## config.mk

```make
export PLATFORM = sky130hd
export DESIGN_NAME = bitslip_aligner
export DESIGN_NICKNAME = d
export VERILOG_FILES = /design/src/rtl/bitslip_aligner.sv
export SDC_FILE = /design/constraint.sdc
export NUM_CORES = 1
export LEC_CHECK = 0
export BUFFER_PORTS_ARGS = -buffer_cell sky130_fd_sc_hd__buf_2
export CELL_PAD_IN_SITES_DETAIL_PLACEMENT = 0
export CELL_PAD_IN_SITES_GLOBAL_PLACEMENT = 1
export CORE_ASPECT_RATIO = 0.9
export CORE_UTILIZATION = 39
export DETAILED_ROUTE_END_ITERATION = 7
export PLACE_DENSITY = 0.78
export SLEW_MARGIN = 10
export SYNTH_ARGS = -nofsm -noshare
export SYNTH_HDL_FRONTEND = slang
export SYNTH_SLANG_ARGS = --single-unit
```

## constraint.sdc

```tcl
create_clock -name clk -period 2.1 [get_ports clk]
set_input_delay 0.63 -clock clk [delete_from_list [all_inputs] [get_ports clk]]
set_output_delay 0.63 -clock clk [all_outputs]
set_load 0.05 [all_outputs]
```

## src/rtl/bitslip_aligner.sv

```systemverilog
module bitslip_aligner #(
  parameter int NCH  = 2,
  parameter int W    = 8,
  parameter int ROLL = W,
  parameter int LAT  = 2,
  localparam int CW  = $clog2(ROLL + 1),
  localparam int LW  = (LAT > 0) ? $clog2(LAT + 1) : 1
) (
  input  logic           clk,
  input  logic           rst_n,
  input  logic           slip_rst,
  input  logic           start,
  input  logic           fixed_mode,
  input  logic [W-1:0]   ctrl_char,
  input  logic [CW-1:0]  slip_count,
  input  logic [NCH*W-1:0] rx_data,
  output logic [NCH-1:0] bitslip,
  output logic [NCH-1:0] aligned,
  output logic [NCH-1:0] fail,
  output logic           all_aligned
);

  typedef enum logic [1:0] {IDLE, RUN, DONE, BAD} st_t;

  st_t           st   [NCH];
  logic [LW-1:0] wcnt [NCH];
  logic [CW-1:0] n    [NCH];
  logic          fx;

  always_ff @(posedge clk or negedge rst_n) begin
    if (!rst_n) begin
      fx      <= 1'b0;
      bitslip <= '0;
      for (int c = 0; c < NCH; c++) begin
        st[c]   <= IDLE;
        wcnt[c] <= '0;
        n[c]    <= '0;
      end
    end else begin
      if (start && !slip_rst) fx <= fixed_mode;
      for (int c = 0; c < NCH; c++) begin
        bitslip[c] <= 1'b0;
        if (slip_rst) begin
          st[c]   <= IDLE;
          wcnt[c] <= '0;
          n[c]    <= '0;
        end else if (start) begin
          st[c]   <= RUN;
          wcnt[c] <= LW'(LAT);
          n[c]    <= fixed_mode ? slip_count : '0;
        end else if (st[c] == RUN) begin
          if (wcnt[c] != '0) begin
            wcnt[c] <= wcnt[c] - 1'b1;
          end else if (fx) begin
            if (n[c] == '0) st[c] <= DONE;
            else begin
              bitslip[c] <= 1'b1;
              n[c]       <= n[c] - 1'b1;
              wcnt[c]    <= LW'(LAT);
            end
          end else if (rx_data[c*W +: W] == ctrl_char) begin
            st[c] <= DONE;
          end else if (n[c] == CW'(ROLL)) begin
            st[c] <= BAD;
          end else begin
            bitslip[c] <= 1'b1;
            n[c]       <= n[c] + 1'b1;
            wcnt[c]    <= LW'(LAT);
          end
        end
      end
    end
  end

  for (genvar g = 0; g < NCH; g++) begin : g_flag
    assign aligned[g] = (st[g] == DONE);
    assign fail[g]    = (st[g] == BAD);

    a_r1_reset_quiet: assert property (@(posedge clk) disable iff (!rst_n)
      slip_rst |=> !bitslip[g] && !aligned[g] && !fail[g]);
    a_r3_single_pulse: assert property (@(posedge clk) disable iff (!rst_n)
      bitslip[g] |=> !bitslip[g]);
    a_r6_aligned_holds: assert property (@(posedge clk) disable iff (!rst_n)
      aligned[g] && !slip_rst && !start |=> aligned[g] && !bitslip[g]);
    a_r5_fail_holds: assert property (@(posedge clk) disable iff (!rst_n)
      fail[g] && !slip_rst && !start |=> fail[g] && !bitslip[g]);
  end

  assign all_aligned = &aligned;

endmodule

```

[Yosys cells after proc, flatten, opt, wreduce, memory -nomap -nowiden]
Index checks and enable logic that the tools add are counted.
Widths: inputs -> output; s select.
Cells by class
  $add $sub $neg: 6
  reduce and logical (&&, ||, !) cells: 17
  muxes and demuxes: 65
  equal/unequal tests: 26
Operators with widths (count)
  $mux 4: 17
  $mux 2: 32
  $ne 5x5->1 const B: 6
  $ne 4x4->1 const B: 6
  $eq 8x8->1: 2
  $mux 1: 16
  $reduce_and 4->1: 4
  $reduce_and 5->1: 2
  $reduce_bool 5->1: 2
  $add 4x1->4 const B: 2
  $eq 2x2->1 const B: 4
  $eq 4x4->1 const B: 2
  $logic_not 4->1: 2
  $ne 4x3->1 const B: 2
  $sub 4x1->4 const B: 2
  $ne 3x3->1 const B: 2
  $reduce_bool 3->1: 2
  $eq 2x1->1 const B: 2
  $reduce_bool 2->1: 2
  $sub 2x1->2 const B: 2
  $reduce_and 2->1: 1
  $logic_and 1x1->1: 1
  $logic_not 1->1: 1
Word-level totals
  logic and storage cells: 122
  input bits: 33
  bits in registers: 19

[Logic depth before layout (Yosys ltp)]
Gate-level depths: netlist of run 1.
  depth after elaboration: 8
  gate-level depth with buffers: 8
  depth with buffers taken out: 7

[Worst setup path before layout of run 1]
Ideal clock, no wire load.
  path type: register to output
  start point: register st[0] (netlist name)
  end point: output port all_aligned
  stages on the path, launching flop included: 3
  data required time: 1.470 ns
  slack: -0.205 ns
  path buffers: 0
  data arrival time: 1.675 ns
  cells stage by stage: dfrtp_1 > nor2b_1 > and2_1
Between the ends
  word-level cells in the longest chain between the ends: 2
Ends and longest elaborated chain
  start: declaration: RTL line 25  | st_t st [NCH];
  start signal: indexed assignment: RTL line 35  | st[c] <= IDLE;
  start signal: indexed assignment: RTL line 44  | st[c] <= IDLE;
  start signal: indexed assignment: RTL line 48  | st[c] <= RUN;
  $eq 2x2->1: RTL line 76  | assign aligned[g] = (st[g] == DONE);
  net aligned[1]: RTL line 18  | output logic [NCH-1:0] aligned,
  $reduce_and 2->1: RTL line 89  | assign all_aligned = &aligned;
  end: declaration: RTL line 20  | output logic all_aligned
The timed path passes the listed nets, and every way through them passes these cells.

[Worst setup path after layout of run 1]
  start point: register fx
  end point: register n[1] (netlist name)
Between the ends
  word-level cells in the longest chain between the ends: 5
Ends and longest elaborated chain
  start: declaration: RTL line 28  | logic fx;
  start signal: assignment: RTL line 40  | if (start && !slip_rst) fx <= fixed_mode;
  $mux 4: RTL line 54  | end else if (fx) begin
  $mux 4: RTL line 52  | if (wcnt[c] != '0) begin
  $mux 4: RTL line 51  | end else if (st[c] == RUN) begin
  $mux 4: RTL line 47  | end else if (start) begin
  $mux 4: RTL line 43  | if (slip_rst) begin
  end signal: indexed assignment: RTL line 50  | n[c] <= fixed_mode ? slip_count : '0;
  end signal: indexed assignment: RTL line 58  | n[c] <= n[c] - 1'b1;
  end signal: indexed assignment: RTL line 67  | n[c] <= n[c] + 1'b1;
  end: declaration: RTL line 27  | logic [CW-1:0] n [NCH];
Parallel ways exist; a longest one is shown, timed or not. The select of a mux whose other input is x is not followed.
A chain may end at the register's enable or synchronous reset.

==> results.toml, run 1 <==
[clock_tree]
htree_levels = 1
cts_root_buffer = "clkbuf_8"
cts_tree = "built"
cts.clk_slew.worst_paths_ps = 70
clock_path_buffers = 2
cts_resized = 0
post-cts-setup-buffer-count = 0
cts_buffers = 3
insertion_delay_ps = 260
clkSinkCount = 19
cts_hold_buf = 0

[route]
vias = 1449
first_pass_iters = 4
drt_first_iter_violations = 61
wl_met2_um = 2020
routed.top_layer = "met4"
postRouteWirelength_um = 3810
antenna_left = 0
wl_per_cell_um = 14.3
viasPerCell = 5.43
drc = 0
wl_met3_um = 223
wl_met1_um = 1520

[grt]
grt_max_degree = 20
grt_pass1_vias = 1517
grt_usage_pct = 20.9
grt_pass1_wl_um = 6510
antenna_found_initial = 0
gr-total-overflow = 0

[timing]
fmax_ghz = 0.525
finalHoldViolCount = 0
setup_violations = 0
slew_headroom_pct = 69.6
fin_crit_sh_pct = 90.7
maxSlewViolCount = 0
rsz0062_at_grt = "false"
layout_min_cycle_time_ps = 1910
fin_skew_ps = 4.43
worst_pin_slew_ps = 456
holdWs_ps = 310

[layout]
antenna_cells = 0
instances_no_fill = 267
fin_util_pct = 51.2
layout.nets = 265
fillers = 367
syn_to_final_growth_pct = 24.2
design_area_um2 = 1940
drive_gt1_share_pct = 31.2

[yosys]
avgSynthCellArea_um2 = 9.12
yosysUniqueCellTypes = 50
yosysSeqAreaShare_pct = 30.5
ys_ff_latch = 19
synthArstFlopShare_pct = 100
synth_flop_cell = "dfrtp_1"
yosys_warnings = 0
synth_area_um2 = 1560
syn_nets = 214
synthCells = 171
synth_edf_count = 0

[pwr]
power_density_nw_per_um2 = 592
leakagePower_nw = 0.933
worst_ir_drop_vdd_uv = 507
total_power_mw = 1.15

[place]
port_buffers = 39
place_area_um2 = 1890
hpwl_um = 3030
gp_congestion = 0.863
dp_cells = 263

[floorplanning]
die_h_um = 62.0
pin_count = 40
fp.dieW_um = 68.6
die-area_um2 = 4250
num_rows = 21
start_util_pct = 41.2
coreArea_um2 = 3780

[critical_path]
cpPeakStageDelay_ps = 500
path_class = "flop to flop"
worstPathArrival_ps = 2050
worst-path-buf-inv = 0
crit_family = "simple AND/OR/NAND/NOR gates"
start_kind = "flop"
crit_path_end_kind = "flop"
path_max_fanout = 6
cpMaxStageDelayCell = "or4b_1"
crit_path_cell_trace = "or4b_1 > nor2_1 > a21oi_1 > a31oi_4 > mux2_2"
worstPathRequired_ps = 2250

[hold_path]
hp-class = "primary input to asynchronous set/reset pin"

[flow_run]
maxCapViolCount = 0

[run_status]
status = "completed"
[worst paths after layout]
| kind | startpoint | end | slack (ps) | depth (start not counted) |
|---|---|---|---|---|
| setup / recovery | fx | n[1] | 190 | 5 |
| hold / removal | rst_n | wcnt[0] | 310 | 1 |
| setup reg to reg | fx | n[1] | 190 | 5 |
| hold reg to reg | wcnt[2] | wcnt[2] | 540 | 2 |
| max in group asynchronous | rst_n | n[6] | 1470 | 1 |
| min in group clk | wcnt[2] | wcnt[2] | 540 | 2 |
[stage by stage]
| step | setup TNS (ps) | setup WS, ps |
|---|---|---|
| after global placement | -54.5 | -39.7 |
| after detailed placement | -182 | -77.5 |
| after global routing | 0 | 91.2 |
| final | 0 | 194 |
| after CTS | 0 | 183 |
| after floorplan | 0 | 30.3 |
[worst reg2reg max path: stages (launching register included)]
cell     delay [ps]
dfrtp_1         440
or4b_1          510
nor2_1          170
a21oi_1         130
a31oi_4         210
mux2_2          350
[area by class of cell]
cell class	instances	area, um2	area share [%]
multi-input combinational	138	1030	53.5
sequential	19	475	24.6
timing repair buffer	52	293	15.1
tap	46	57.6	2.97
clock buffer	4	45.0	2.33
inverter	8	30.0	1.55
[synth_stat cells (3+ instances only)]
cell type  count  area (um2)
dfrtp_1       19         475
nor2_1        13        48.8
a21oi_1       11        55.1
xnor2_1       10        87.6
xor2_1        10        87.6
ha_1           8         100
inv_1          8        30.0
nand3_1        8        40.0
nand2_1        7        26.3
nor3_1         6        30.0
a21o_1         5        37.5
clkbuf_1       5        18.8
and2_1         3        18.8
nand2b_1       3        18.8
nand3b_1       3        22.5
nor2b_1        3        18.8
o21a_1         3        22.5
[where the power goes]
group / internal (mW) / switching, mW / leakage (nW) / total (mW)
registers: 0.401 / 0.0414 / 0.249 / 0.443
clock network: 0.135 / 0.123 / 0.0228 / 0.258
logic: 0.206 / 0.239 / 0.661 / 0.445
total: 0.743 / 0.404 / 0.933 / 1.15
[cells in the final DEF, fill, tap and decap left out, drive strengths merged, types with 3 or more instances in the layout]
master  synthesis  layout
and2            3       3
nand3           8       8
a31oi           3       3
nand2b          3       3
buf             1      52
clkbuf          5       4
nor3            7       7
a21o            5       5
nor4            4       4
o21a            3       3
xnor2          10      10
xor2           10      10
nand2           7       7
dfrtp          19      19
nor2           13      13
a21oi          11      11
nor2b           3       3
a211oi          3       3
ha              8       8
inv             8       8
nand3b          3       3
[per-layer routing]
metal  global-route usage, %  vias up
met5                       0        -
met4                    7.14        0
met2                    39.2       28
met1                    23.3      696
li1                        -      720
met3                    4.38        5
[cell families (layout without fill, tap and decap cells)]
logic type,Yosys count,in the layout,synth area share [%]
simple gates,61,61,21.9
mux,4,4,2.73
flops,19,19,30.5
xor+xnor,20,20,11.2
compound gates,43,43,21.2
buf+inv,14,64,3.45
fa+ha+maj,10,10,8.99
[state kept, by name, indices dropped and copies added (netlist names)]
signal   cells
n            8
fx           1
st           4
bitslip      2
wcnt         4
Note: power is estimated with default switching activity, not from simulation.
==> run 2, diff against run 1 <==
--- a/config.mk
+++ b/config.mk
@@ -11,7 +11,7 @@
 export CORE_ASPECT_RATIO = 0.9
 export CORE_UTILIZATION = 39
 export DETAILED_ROUTE_END_ITERATION = 7
-export PLACE_DENSITY = 0.78
+export PLACE_DENSITY = 0.75
 export SLEW_MARGIN = 10
 export SYNTH_ARGS = -nofsm -noshare
 export SYNTH_HDL_FRONTEND = slang
==> run 2 against run 1 <==
Compared with the run above:
- clock-buffer cell count decreased by 1
- utilization about the same
- critical path depth unchanged
- die area unchanged
- largest power group unchanged
==> results.toml, run 2 (same netlist as run 1, synthesis figures left out) <==
[floorplanning]
fp.dieW_um = 68.6
pin_count = 40
coreArea_um2 = 3780
die-area_um2 = 4250
die_h_um = 62.0
num_rows = 21
start_util_pct = 41.2

[critical_path]
crit_path_cell_trace = "or4b_1 > nor2_1 > a21oi_1 > a31oi_4 > mux2_2"
start_kind = "flop"
path_class = "flop to flop"
cpPeakStageDelay_ps = 520
worstPathArrival_ps = 2080
worstPathRequired_ps = 2250
path_max_fanout = 6
cpMaxStageDelayCell = "or4b_1"
crit_path_end_kind = "flop"

[clock_tree]
cts_tree = "built"
cts_resized = 0
htree_levels = 1
cts.clk_slew.worst_paths_ps = 80
clock_path_buffers = 2
cts_hold_buf = 0
insertion_delay_ps = 260
cts_buffers = 3
post-cts-setup-buffer-count = 0
cts_root_buffer = "clkbuf_8"
clkSinkCount = 19

[pwr]
worst_ir_drop_vdd_uv = 312
leakagePower_nw = 0.936
total_power_mw = 1.15
power_density_nw_per_um2 = 594

[route]
antenna_left = 0
first_pass_iters = 4
drt_first_iter_violations = 50
wl_per_cell_um = 14.3
viasPerCell = 5.39
vias = 1439
postRouteWirelength_um = 3820
drc = 0

[flow_run]
maxCapViolCount = 0

[place]
port_buffers = 39
post-place-ws_ps = -75.7
hpwl_um = 3080
dp_cells = 263
place_area_um2 = 1890
gp_congestion = 0.868

[timing]
tns_ps = 0
fin_crit_sh_pct = 91.6
rsz0062_at_grt = "false"
worst_pin_slew_ps = 454
fmax_ghz = 0.520
finalHoldViolCount = 0
layout_min_cycle_time_ps = 1920
slew_headroom_pct = 69.7
fin_skew_ps = 9.61
maxSlewViolCount = 0
fin_ws_ps = 177
setup_violations = 0

[layout]
layout_commonest_cell = "buf_2"
design_area_um2 = 1940
antenna_cells = 0
largest_reg_flops = 8
drive_gt1_share_pct = 31.7
syn_to_final_growth_pct = 24.2
fillers = 362
layout.nets = 265
instances_no_fill = 267
largest_register = "n"
final_cell_mix = "buf_2 (39), dfrtp_1 (19), buf_4 (13)"
reg_top3 = "n (8), st (4), wcnt (4)"

[grt]
grt_pass1_vias = 1453
grt_usage_pct = 21.0
grt_pass1_wl_um = 6480
gr-total-overflow = 0
antenna_found_initial = 0
grt_max_degree = 20

[hold_path]
hp-class = "primary input to asynchronous set/reset pin"

[run_status]
status = "completed"
## run 2: critical path: cells and delay by family (launching register included)
kind / cells / cell delay [ps]
AND/OR/NAND/NOR: 2 / 670
flip-flops: 1 / 460
multiplexers: 1 / 340
AO/OA/AOI/OAI: 2 / 340
## run 2: path summary, 6_finish.rpt
path | cells past startpoint | to | slack, ps | from
setup / recovery | 5 | n[1] | 180 | fx
hold / removal | 1 | wcnt[0] | 300 | rst_n
setup reg to reg | 5 | n[1] | 180 | fx
hold reg to reg | 2 | wcnt[2] | 540 | wcnt[2]
max in group asynchronous | 1 | n[6] | 1470 | rst_n
min in group clk | 2 | wcnt[2] | 540 | wcnt[2]
## run 2: cell type report
class	count	area (um2)	area share, %
clock buffer	3	41.3	2.13
inverter	8	30.0	1.55
sequential	19	475	24.5
tap	46	57.6	2.97
clock inverter	1	5.00	0.258
timing repair buffer	52	293	15.1
multi-input combinational	138	1030	53.4
## run 2: stage by stage
step | hold slack [ps] | util [%]
after floorplan | 334 | -
after global placement | 524 | 50.0
after detailed placement | 537 | 50.0
after CTS | 314 | 51.2
after global routing | 334 | 51.2
final | 304 | 51.2
## run 2: per-layer routing
| metal | vias to the layer above | global-route usage, % | part of all wire [%] |
|---|---|---|---|
| met5 | - | 0 | 0 |
| li1 | 723 | - | - |
| met1 | 694 | 24.9 | 46 |
| met2 | 17 | 38.5 | 51 |
| met4 | 0 | 5.06 | 0.71 |
| met3 | 5 | 4.56 | 2.0 |
## run 2: where the power goes
part | switching [mW] | internal [mW] | total (mW)
clock network | 0.129 | 0.132 | 0.261
registers | 0.0414 | 0.401 | 0.443
logic | 0.242 | 0.206 | 0.448
==> run 3, diff against run 2 <==
--- a/config.mk
+++ b/config.mk
@@ -11,7 +11,9 @@
 export CORE_ASPECT_RATIO = 0.9
 export CORE_UTILIZATION = 39
 export DETAILED_ROUTE_END_ITERATION = 7
+export GPL_TIMING_DRIVEN = 0
 export PLACE_DENSITY = 0.75
+export REMOVE_ABC_BUFFERS = 1
 export SLEW_MARGIN = 10
 export SYNTH_ARGS = -nofsm -noshare
 export SYNTH_HDL_FRONTEND = slang
==> run 3 against run 2 <==
Compared with the run above:
- non-clock buffer count shrank 10
- design area is 3.1% lower
- largest cell class unchanged
- utilization decreased by 1.6 points
- highest routed layer unchanged
- global-route usage down 1.0 points
- critical path depth unchanged
- power down 0.75%
==> results.toml, run 3 (same netlist as run 1, synthesis figures left out) <==
[critical_path]
path_max_fanout = 6
worstPathArrival_ps = 2230
path_class = "flop to flop"
worstPathRequired_ps = 2240
crit_path_end_kind = "flop"
start_kind = "flop"

[hold_path]
hp-class = "primary input to asynchronous set/reset pin"

[floorplanning]
num_rows = 21
die_h_um = 62.0
start_util_pct = 41.2
fp.dieW_um = 68.6
pin_count = 40
die-area_um2 = 4250
coreArea_um2 = 3780

[grt]
grt_pass1_vias = 1365
grt_max_degree = 21
grt_pass1_wl_um = 6270
grt_usage_pct = 20.0
gr-total-overflow = 0
antenna_found_initial = 0

[route]
drc = 0
drt_first_iter_violations = 51
wl_met1_um = 1770
first_pass_iters = 4
viasPerCell = 5.43
routed.top_layer = "met4"
postRouteWirelength_um = 3750
antenna_left = 0
vias = 1395
wl_met3_um = 94
wl_per_cell_um = 14.6
wl_met2_um = 1870

[place]
port_buffers = 39
post-place-ws_ps = -284
dp_cells = 250
hpwl_um = 2870
gp_congestion = 0.771

[clock_tree]
cts.clk_slew.worst_paths_ps = 70
clock_path_buffers = 2
cts_root_buffer = "clkbuf_8"
cts_tree = "built"
clkSinkCount = 19
cts_buffers = 3
insertion_delay_ps = 260
htree_levels = 1
cts_hold_buf = 0

[layout]
largest_register = "n"
instances_no_fill = 257
largest_reg_flops = 8
antenna_cells = 0
layout_commonest_cell = "buf_2"
fillers = 374
layout.nets = 255
reg_top3 = "n (8), st (4), wcnt (4)"
syn_to_final_growth_pct = 20.4
final_cell_mix = "buf_2 (39), dfrtp_1 (18), nor2_1 (13)"
drive_gt1_share_pct = 27.5

[timing]
setup_violations = 0
slew_headroom_pct = 67.5
fin_crit_sh_pct = 99.2
tns_ps = 0
rsz0062_at_grt = "true"
fin_ws_ps = 16.9
finalHoldViolCount = 0
maxSlewViolCount = 0
fin_skew_ps = 4.58
worst_pin_slew_ps = 487
layout_min_cycle_time_ps = 2080
fmax_ghz = 0.480

[run_status]
status = "completed"

[pwr]
total_power_mw = 1.14
leakagePower_nw = 0.886
power_density_nw_per_um2 = 609
worst_ir_drop_vdd_uv = 345

[flow_run]
maxCapViolCount = 0
-- run 3: final timing paths --
check / from / cells after the start / slack [ps] / endpoint
worst max-delay path: n[0] / 5 / 20 / n[1]
worst min register to register: wcnt[2] / 2 / 550 / wcnt[2]
worst max register to register: n[0] / 5 / 20 / n[1]
worst min-delay path: rst_n / 1 / 310 / st[1]
max in group asynchronous: rst_n / 1 / 1430 / fx
min in group clk: wcnt[2] / 2 / 550 / wcnt[2]
-- run 3: repair_timing --
action	in CTS	in global routing
buffers inserted	0	3
gates resized for setup	3	1
endpoints found under the setup margin	7	2
cloned	0	0
-- run 3: area by class of cell --
class | instances | area [um2] | share of cell area [%]
Clock buffer | 4 | 45.0 | 2.40
Tap cell | 46 | 57.6 | 3.07
Sequential cell | 19 | 479 | 25.5
Multi-Input combinational cell | 138 | 1050 | 55.8
Inverter | 8 | 30.0 | 1.60
Timing Repair Buffer | 42 | 218 | 11.6
-- run 3: per-layer routing --
metal  up-vias  GRT usage (%)
met5         -              0
met4         0           2.68
met3         2           4.38
met2        15           34.2
met1       679           26.4
li1        699              -
-- run 3: power by group --
part / switching (mW) / internal (mW)
registers: 0.0475 / 0.403
logic: 0.239 / 0.194
clock network: 0.124 / 0.135
total: 0.411 / 0.732
-- run 3: stage by stage --
stage	hold WS, ps	util (%)	area [um2]
after CTS	330	48.8	1850
after global placement	524	47.3	1790
after detailed placement	543	47.3	1790
after global routing	343	49.6	1880
final	315	49.6	1880
after floorplan	334	-	1540
-- run 3: worst max-delay path, cell delays in order (launching register included) --
cell and delay, ps:
dfrtp_1 470, or4b_1 610, nor2_1 150, a21oi_1 130, a31oi_4 260, mux2_2 350
